## src/rtl/ipe_guard_pkg.sv

```systemverilog
package ipe_guard_pkg;

  // Control bits as held in the register, independent of bus position
  typedef struct packed {
    logic lock;
    logic ena;
    logic vsel;
  } ipe_ctl_t;

  localparam int unsigned CTL_BITS = 3;

endpackage

```

## src/rtl/ipe_ctl_reg.sv

```systemverilog
module ipe_ctl_reg
  import ipe_guard_pkg::*;
(
  input  logic     clk,
  input  logic     rst,
  input  logic     wr_hit,
  input  logic     is_word,
  input  logic     pw_ok,
  input  ipe_ctl_t wbits,
  output ipe_ctl_t ctl_q
);

  logic accept;

  // A write lands only when word-wide, password-qualified and unlocked
  assign accept = wr_hit && is_word && pw_ok && !ctl_q.lock;

  always_ff @(posedge clk) begin
    if (rst) begin
      ctl_q <= '0;
    end else if (accept) begin
      ctl_q.lock <= ctl_q.lock | wbits.lock;
      ctl_q.ena  <= wbits.ena;
      ctl_q.vsel <= wbits.vsel;
    end
  end

endmodule

```

## src/rtl/ipe_bound_regs.sv

```systemverilog
module ipe_bound_regs #(
  parameter int unsigned DATA_W     = 16,
  parameter int unsigned ADDR_W     = 2,
  parameter int unsigned NUM_BOUNDS = 2,
  parameter int unsigned BASE_ADDR  = 1
) (
  input  logic                               clk,
  input  logic                               rst,
  input  logic                               wr,
  input  logic                               is_word,
  input  logic [ADDR_W-1:0]                  addr,
  input  logic [DATA_W-1:0]                  wdata,
  input  logic                               locked,
  output logic [NUM_BOUNDS-1:0][DATA_W-1:0]  bounds_q
);

  for (genvar i = 0; i < NUM_BOUNDS; i++) begin : g_bound
    localparam logic [ADDR_W-1:0] MY_ADDR = ADDR_W'(BASE_ADDR + i);
    logic take;

    assign take = wr && is_word && !locked && (addr == MY_ADDR);

    always_ff @(posedge clk) begin
      if (rst) begin
        bounds_q[i] <= '0;
      end else if (take) begin
        bounds_q[i] <= wdata;
      end
    end
  end

endmodule

```

## src/rtl/ipe_viol_ctrl.sv

```systemverilog
module ipe_viol_ctrl (
  input  logic clk,
  input  logic rst,
  input  logic warm_rst,
  input  logic viol_strobe,
  input  logic ena,
  input  logic vsel,
  input  logic seg_ie,
  input  logic flag_clr,
  output logic flag_q,
  output logic nmi_q,
  output logic rreq_q
);

  logic hit;

  assign hit = viol_strobe && ena;

  always_ff @(posedge clk) begin
    if (rst) begin
      flag_q <= 1'b0;
      nmi_q  <= 1'b0;
      rreq_q <= 1'b0;
    end else begin
      // Requests are one-cycle pulses by default
      nmi_q  <= 1'b0;
      rreq_q <= 1'b0;
      if (hit) begin
        flag_q <= 1'b1;
        if (vsel) begin
          rreq_q <= 1'b1;
        end else begin
          nmi_q  <= seg_ie;
        end
      end else if (flag_clr || warm_rst) begin
        flag_q <= 1'b0;
      end
    end
  end

endmodule

```

## src/rtl/ipe_rd_mux.sv

```systemverilog
module ipe_rd_mux
  import ipe_guard_pkg::*;
#(
  parameter int unsigned DATA_W     = 16,
  parameter int unsigned ADDR_W     = 2,
  parameter int unsigned NUM_BOUNDS = 2,
  parameter int unsigned BASE_ADDR  = 1,
  parameter int unsigned STAT_ADDR  = 3,
  parameter int unsigned LOCK_POS   = 7,
  parameter int unsigned ENA_POS    = 6,
  parameter int unsigned VS_POS     = 5
) (
  input  logic                              clk,
  input  logic                              rst,
  input  logic [ADDR_W-1:0]                 addr,
  input  ipe_ctl_t                          ctl,
  input  logic [NUM_BOUNDS-1:0][DATA_W-1:0] bounds,
  input  logic                              flag,
  output logic [DATA_W-1:0]                 rdata_q
);

  localparam logic [ADDR_W-1:0] CTL_A  = '0;
  localparam logic [ADDR_W-1:0] STAT_A = ADDR_W'(STAT_ADDR);

  logic [DATA_W-1:0] rd_next;

  always_comb begin
    rd_next = '0;
    if (addr == CTL_A) begin
      rd_next[LOCK_POS] = ctl.lock;
      rd_next[ENA_POS]  = ctl.ena;
      rd_next[VS_POS]   = ctl.vsel;
    end
    for (int i = 0; i < NUM_BOUNDS; i++) begin
      if (addr == ADDR_W'(BASE_ADDR + i)) begin
        rd_next = bounds[i];
      end
    end
    if (addr == STAT_A) begin
      rd_next[0] = flag;
    end
  end

  always_ff @(posedge clk) begin
    if (rst) begin
      rdata_q <= '0;
    end else begin
      rdata_q <= rd_next;
    end
  end

endmodule

```

## src/rtl/ipe_guard_ctrl.sv

```systemverilog
module ipe_guard_ctrl
  import ipe_guard_pkg::*;
#(
  parameter int unsigned DATA_W     = 16,
  parameter int unsigned ADDR_W     = 2,
  parameter int unsigned NUM_BOUNDS = 2,
  parameter int unsigned LOCK_POS   = 7,
  parameter int unsigned ENA_POS    = 6,
  parameter int unsigned VS_POS     = 5
) (
  input  logic                         clk,
  input  logic                         rst,
  input  logic                         warm_rst,
  input  logic [ADDR_W-1:0]            bus_addr,
  input  logic                         bus_wr,
  input  logic                         bus_word,
  input  logic [DATA_W-1:0]            bus_wdata,
  input  logic                         pw_ok,
  output logic [DATA_W-1:0]            bus_rdata,
  input  logic                         viol_strobe,
  input  logic                         seg_ie,
  input  logic                         flag_clr,
  output logic                         viol_flag,
  output logic                         nmi_req,
  output logic                         rst_req,
  output logic                         ipe_enabled,
  output logic                         ipe_locked,
  output logic [NUM_BOUNDS*DATA_W-1:0] seg_bounds
);

  localparam int unsigned BOUND_BASE = 1;
  localparam int unsigned STAT_ADDR  = BOUND_BASE + NUM_BOUNDS;
  localparam logic [ADDR_W-1:0] CTL_A = '0;

  ipe_ctl_t                          ctl_q;
  ipe_ctl_t                          ctl_wbits;
  logic [NUM_BOUNDS-1:0][DATA_W-1:0] bounds_q;
  logic                              ctl_hit;
  logic                              vsel_w;

  assign ctl_hit        = bus_wr && (bus_addr == CTL_A);
  assign ctl_wbits.lock = bus_wdata[LOCK_POS];
  assign ctl_wbits.ena  = bus_wdata[ENA_POS];
  assign ctl_wbits.vsel = bus_wdata[VS_POS];

  ipe_ctl_reg u_ctl (
    .clk     (clk),
    .rst     (rst),
    .wr_hit  (ctl_hit),
    .is_word (bus_word),
    .pw_ok   (pw_ok),
    .wbits   (ctl_wbits),
    .ctl_q   (ctl_q)
  );

  ipe_bound_regs #(
    .DATA_W     (DATA_W),
    .ADDR_W     (ADDR_W),
    .NUM_BOUNDS (NUM_BOUNDS),
    .BASE_ADDR  (BOUND_BASE)
  ) u_bounds (
    .clk      (clk),
    .rst      (rst),
    .wr       (bus_wr),
    .is_word  (bus_word),
    .addr     (bus_addr),
    .wdata    (bus_wdata),
    .locked   (ctl_q.lock),
    .bounds_q (bounds_q)
  );

  ipe_viol_ctrl u_viol (
    .clk         (clk),
    .rst         (rst),
    .warm_rst    (warm_rst),
    .viol_strobe (viol_strobe),
    .ena         (ctl_q.ena),
    .vsel        (ctl_q.vsel),
    .seg_ie      (seg_ie),
    .flag_clr    (flag_clr),
    .flag_q      (viol_flag),
    .nmi_q       (nmi_req),
    .rreq_q      (rst_req)
  );

  ipe_rd_mux #(
    .DATA_W     (DATA_W),
    .ADDR_W     (ADDR_W),
    .NUM_BOUNDS (NUM_BOUNDS),
    .BASE_ADDR  (BOUND_BASE),
    .STAT_ADDR  (STAT_ADDR),
    .LOCK_POS   (LOCK_POS),
    .ENA_POS    (ENA_POS),
    .VS_POS     (VS_POS)
  ) u_rd (
    .clk     (clk),
    .rst     (rst),
    .addr    (bus_addr),
    .ctl     (ctl_q),
    .bounds  (bounds_q),
    .flag    (viol_flag),
    .rdata_q (bus_rdata)
  );

  assign ipe_enabled = ctl_q.ena;
  assign ipe_locked  = ctl_q.lock;
  assign vsel_w      = ctl_q.vsel;
  assign seg_bounds  = bounds_q;

endmodule

```

## config.mk

```make
export PLATFORM = sky130hd
export DESIGN_NAME = ipe_guard_ctrl
export DESIGN_NICKNAME = d
export VERILOG_FILES = /design/src/rtl/ipe_guard_pkg.sv /design/src/rtl/ipe_ctl_reg.sv /design/src/rtl/ipe_bound_regs.sv /design/src/rtl/ipe_viol_ctrl.sv /design/src/rtl/ipe_rd_mux.sv /design/src/rtl/ipe_guard_ctrl.sv
export SDC_FILE = /design/constraint.sdc
export NUM_CORES = 1
export LEC_CHECK = 0
export BUFFER_PORTS_ARGS = -buffer_cell sky130_fd_sc_hd__buf_4
export CELL_PAD_IN_SITES_DETAIL_PLACEMENT = 1
export CELL_PAD_IN_SITES_GLOBAL_PLACEMENT = 2
export CORE_ASPECT_RATIO = 1.25
export CORE_MARGIN = 3
export CORE_UTILIZATION = 32
export CTS_CLUSTER_DIAMETER = 200
export CTS_CLUSTER_SIZE = 12
export DETAILED_ROUTE_END_ITERATION = 12
export PLACE_DENSITY = 0.9
export SLEW_MARGIN = 20
export SYNTH_ARGS = -nofsm -noshare
export SYNTH_HDL_FRONTEND = slang
export SYNTH_HIERARCHICAL = 1
export SYNTH_SLANG_ARGS = --single-unit
export TNS_END_PERCENT = 1
```

## constraint.sdc

```tcl
create_clock -name clk -period 2.3 [get_ports clk]
set_input_delay 0.23 -clock clk [delete_from_list [all_inputs] [get_ports clk]]
set_output_delay 0.23 -clock clk [all_outputs]
set_load 0.02 [all_outputs]
```

==> reports/metrics.csv <==
stage,metric,value,unit
critical_path,critical_path.max_stage_delay,0.49,ns
status,status,"complete, no violations",
min_path,min_to,u_viol/flag_q,
clock_tree,h_tree_depth,2,
synthesis,ys_top_cells_by_count,"nand2b_1, dfxtp_1, mux2i_1, nor2_1, a22oi_1",
timing,report.final.slew_viol_count,0,
critical_path,r2r_setup_slack,0.81,ns
critical_path,timing.critical_path.cells,and3b_1 > nand3b_1 > mux2i_1,
synthesis,synth_top_area_share,48.0,%
route,routed_via_density,4.64,
pwr,p_leak,1.33,nW
critical_path,r2r_end,u_bounds/bounds_q[17],
min_path,worst_hold_path.num_cells,2,
synthesis,synth_async_sr_flop_share,0,%
placement,place_worst_setup_slack,0.827,ns
synthesis,synthesized_nets,239,
floorplanning,placement_rows,33,
critical_path,r2r.worst_path.cells,3,
critical_path,cp_num_buf_inv,0,
route,first_pass_iters,4,
clock_tree,numClockSinks,54,
floorplanning,floorplan.die.height,99.8,microns
timing,period_share,64.7,%
placement,post_dp_cell_area,2870,sq um
clock_tree,hold_buffers,0,
floorplanning,starting_utilization_of_the_core_area,33.7,%
critical_path,worstPathArrival,1.71,ns
critical_path,startpoint_type,register,
min_path,holdCritStartpoint,flag_clr,
run,max-cap-violations,0,
grt,grt_pass1_wl,8650,microns
floorplanning,floorplan.die_area,8090,sq um
clock_tree,worstSkewPairLatency,0.30,ns
clock_tree,cts_inserted_buffers,5,
critical_path,endpoint_kind,register,
route,route.detailed.wl_per_inst,14.7,microns
timing,grt_setup_unrepaired,false,
clock_tree,cts_repair_resize_count,0,
clock_tree,cts_root_buffer,clkbuf_8,
timing,worstMarginPinSlew,0.683,ns
cells_and_area,finish.instance_area,3020,sq um
cells_and_area,layout.filler_cells,777,
grt,grt_remaining_overflow,0,
critical_path,timing.critical_path.max_delay_family,simple AND/OR/NAND/NOR gates,
placement,port_buffers,79,
synthesis,synthesis.instances,212,
floorplanning,pin_count,80,
pwr,vdd_ir_drop_max,0.000257,V
synthesis,yosysUniqueCellTypes,22,
synthesis,yosys_warnings,6,
route,detail_route.wirelength,5500,microns
cells_and_area,total_area_of_sequential_cells,1080,sq um
timing,final.setup.tns,0,ns
synthesis,number_of_synthesized_flops_with_an_enable_pin,0,
grt,global_route.usage.total,13.8,%
critical_path,cp_max_delay_cell,nand3b_1,
grt,grt_max_degree,72,
timing,finalClockSkew,0.00666,ns
min_path,hold_class,input pin to register,
critical_path,timing.setup.critical_path_class,register to register,
clock_tree,cts_tree,yes,
cells_and_area,count_of_antenna_diodes_in_the_layout,0,
timing,max_freq,0.672,GHz
synthesis,syn_avg_cell_area,10.6,sq um
synthesis,ys_ff_latch,54,
floorplanning,dieWidth,81.0,microns
placement,globalplace.congestion,0.742,
timing,period_needed,1.49,ns
clock_tree,post-cts-setup-buffers,0,
cells_and_area,fin_nets,312,
cells_and_area,finalCoreUtilization,45.1,%
placement,hpwl,3920,microns
route,drt_iter0_markers,49,
cells_and_area,multi_input_comb_area,1070,sq um
critical_path,worst-endpoint-required,2.52,ns
route,via_count,1732,
timing,max_slew_margin,54.4,%
route,drc_errors,0,
pwr,pwr_density_cell,639,nW/um^2
grt,number_of_antenna_violations_at_the_first_check_in_global_routing,0,
cells_and_area,syn2layout_area_growth,33.9,%
synthesis,ys_seq_area_share,48.0,%
timing,final_critical_path_setup_slack,0.812,ns
route,antenna_left,0,
synthesis,synth_top_cell_by_area,dfxtp_1,
synthesis,synthesis.area,2250,sq um
floorplanning,design.core.area,6690,sq um
synthesis,synth.area.top_cells,"dfxtp_1, mux2i_1, nand2b_1, a22oi_1, a211oi_1",
timing,setup_viol,0,
synthesis,synth_top_flop_cell,dfxtp_1,
timing,finalHoldViolations,0,
clock_tree,clk_pin_slew,0.10,ns
critical_path,critPathMaxFanout,9,
grt,first_global_vias,1701,
synthesis,yosys.cell_count.top_type,nand2b_1,
critical_path,r2r_path_start,u_ctl/ctl_q[2],
cells_and_area,drive_gt1_share,33.9,%
clock_tree,clk_path_buf_depth,2,
-- where the power goes --
group	internal, mW	switching (mW)	total (mW)
sequential	0.952	0.0126	0.965
combinational	0.0909	0.0945	0.185
clock	0.464	0.313	0.777
-- placed cells by master (no fill, tap or decap) --
| master | n |
|---|---|
| a211oi_1 | 7 |
| a21oi_1 | 1 |
| a22oi_1 | 12 |
| a41oi_1 | 1 |
| and3b_1 | 1 |
| and4b_1 | 1 |
| buf_4 | 81 |
| bufinv_16 | 2 |
| clkbuf_8 | 6 |
| dfxtp_1 | 54 |
| inv_1 | 2 |
| mux2i_1 | 35 |
| nand2b_1 | 55 |
| nand3b_1 | 3 |
| nand3b_4 | 1 |
| nor2_1 | 14 |
| nor2b_1 | 3 |
| nor2b_2 | 2 |
| nor3b_2 | 4 |
| o41ai_2 | 1 |
-- logic make-up after synthesis --
logic type	synth area share (%)
multiplexers	15.6
flip-flops	48.0
AND/OR/NAND/NOR	24.2
AO/OA/AOI/OAI	7.67
buffers and inverters	4.61
-- metrics by stage --
step / power (mW) / hold WS, ns / std cells
after CTS: 1.94 / 0.0836 / 373
after global routing: 2.00 / 0.0675 / 373
final: 1.93 / 0.0893 / 373
after floorplan: 1.09 / 0.302 / 212
after detailed placement: 1.17 / 0.418 / 365
after global placement: 1.17 / 0.410 / 365
-- state kept, by name, indices dropped and copies added, names as in the netlist --
signal / flops
u_bounds/bounds_q: 32
u_ctl/ctl_q: 3
u_rd/rdata_q: 16
u_viol/flag_q: 1
u_viol/nmi_q: 1
u_viol/rreq_q: 1
-- layout make-up --
class	count	area share [%]
repair buffers	81	20.2
flip-flops and latches	54	35.9
clock inverters	2	1.99
inverters	2	0.249
well taps	87	3.61
multi-input cells	141	35.4
clock buffers	6	2.74
-- per-layer routing --
metal	global-route usage (%)	wire, microns	vias to the layer above
li1	-	-	859
met1	17.2	2310	818
met2	23.1	2820	49
met3	2.51	289	6
met4	5.59	81	0
met5	0	0	-
-- how the worst max path moves through the flow --
stage / start / endpoint / depth (start not counted)
finish: u_ctl/ctl_q[2] / u_bounds/bounds_q[17] / 3
global placement: u_ctl/ctl_q[2] / u_bounds/bounds_q[19] / 3
floorplan: u_ctl/ctl_q[2] / u_bounds/bounds_q[10] / 4
global route: u_ctl/ctl_q[2] / u_bounds/bounds_q[21] / 3
detailed placement: u_ctl/ctl_q[2] / u_bounds/bounds_q[17] / 3
CTS: u_ctl/ctl_q[2] / u_bounds/bounds_q[17] / 3
No activity file was read; power rests on OpenSTA's default activity.
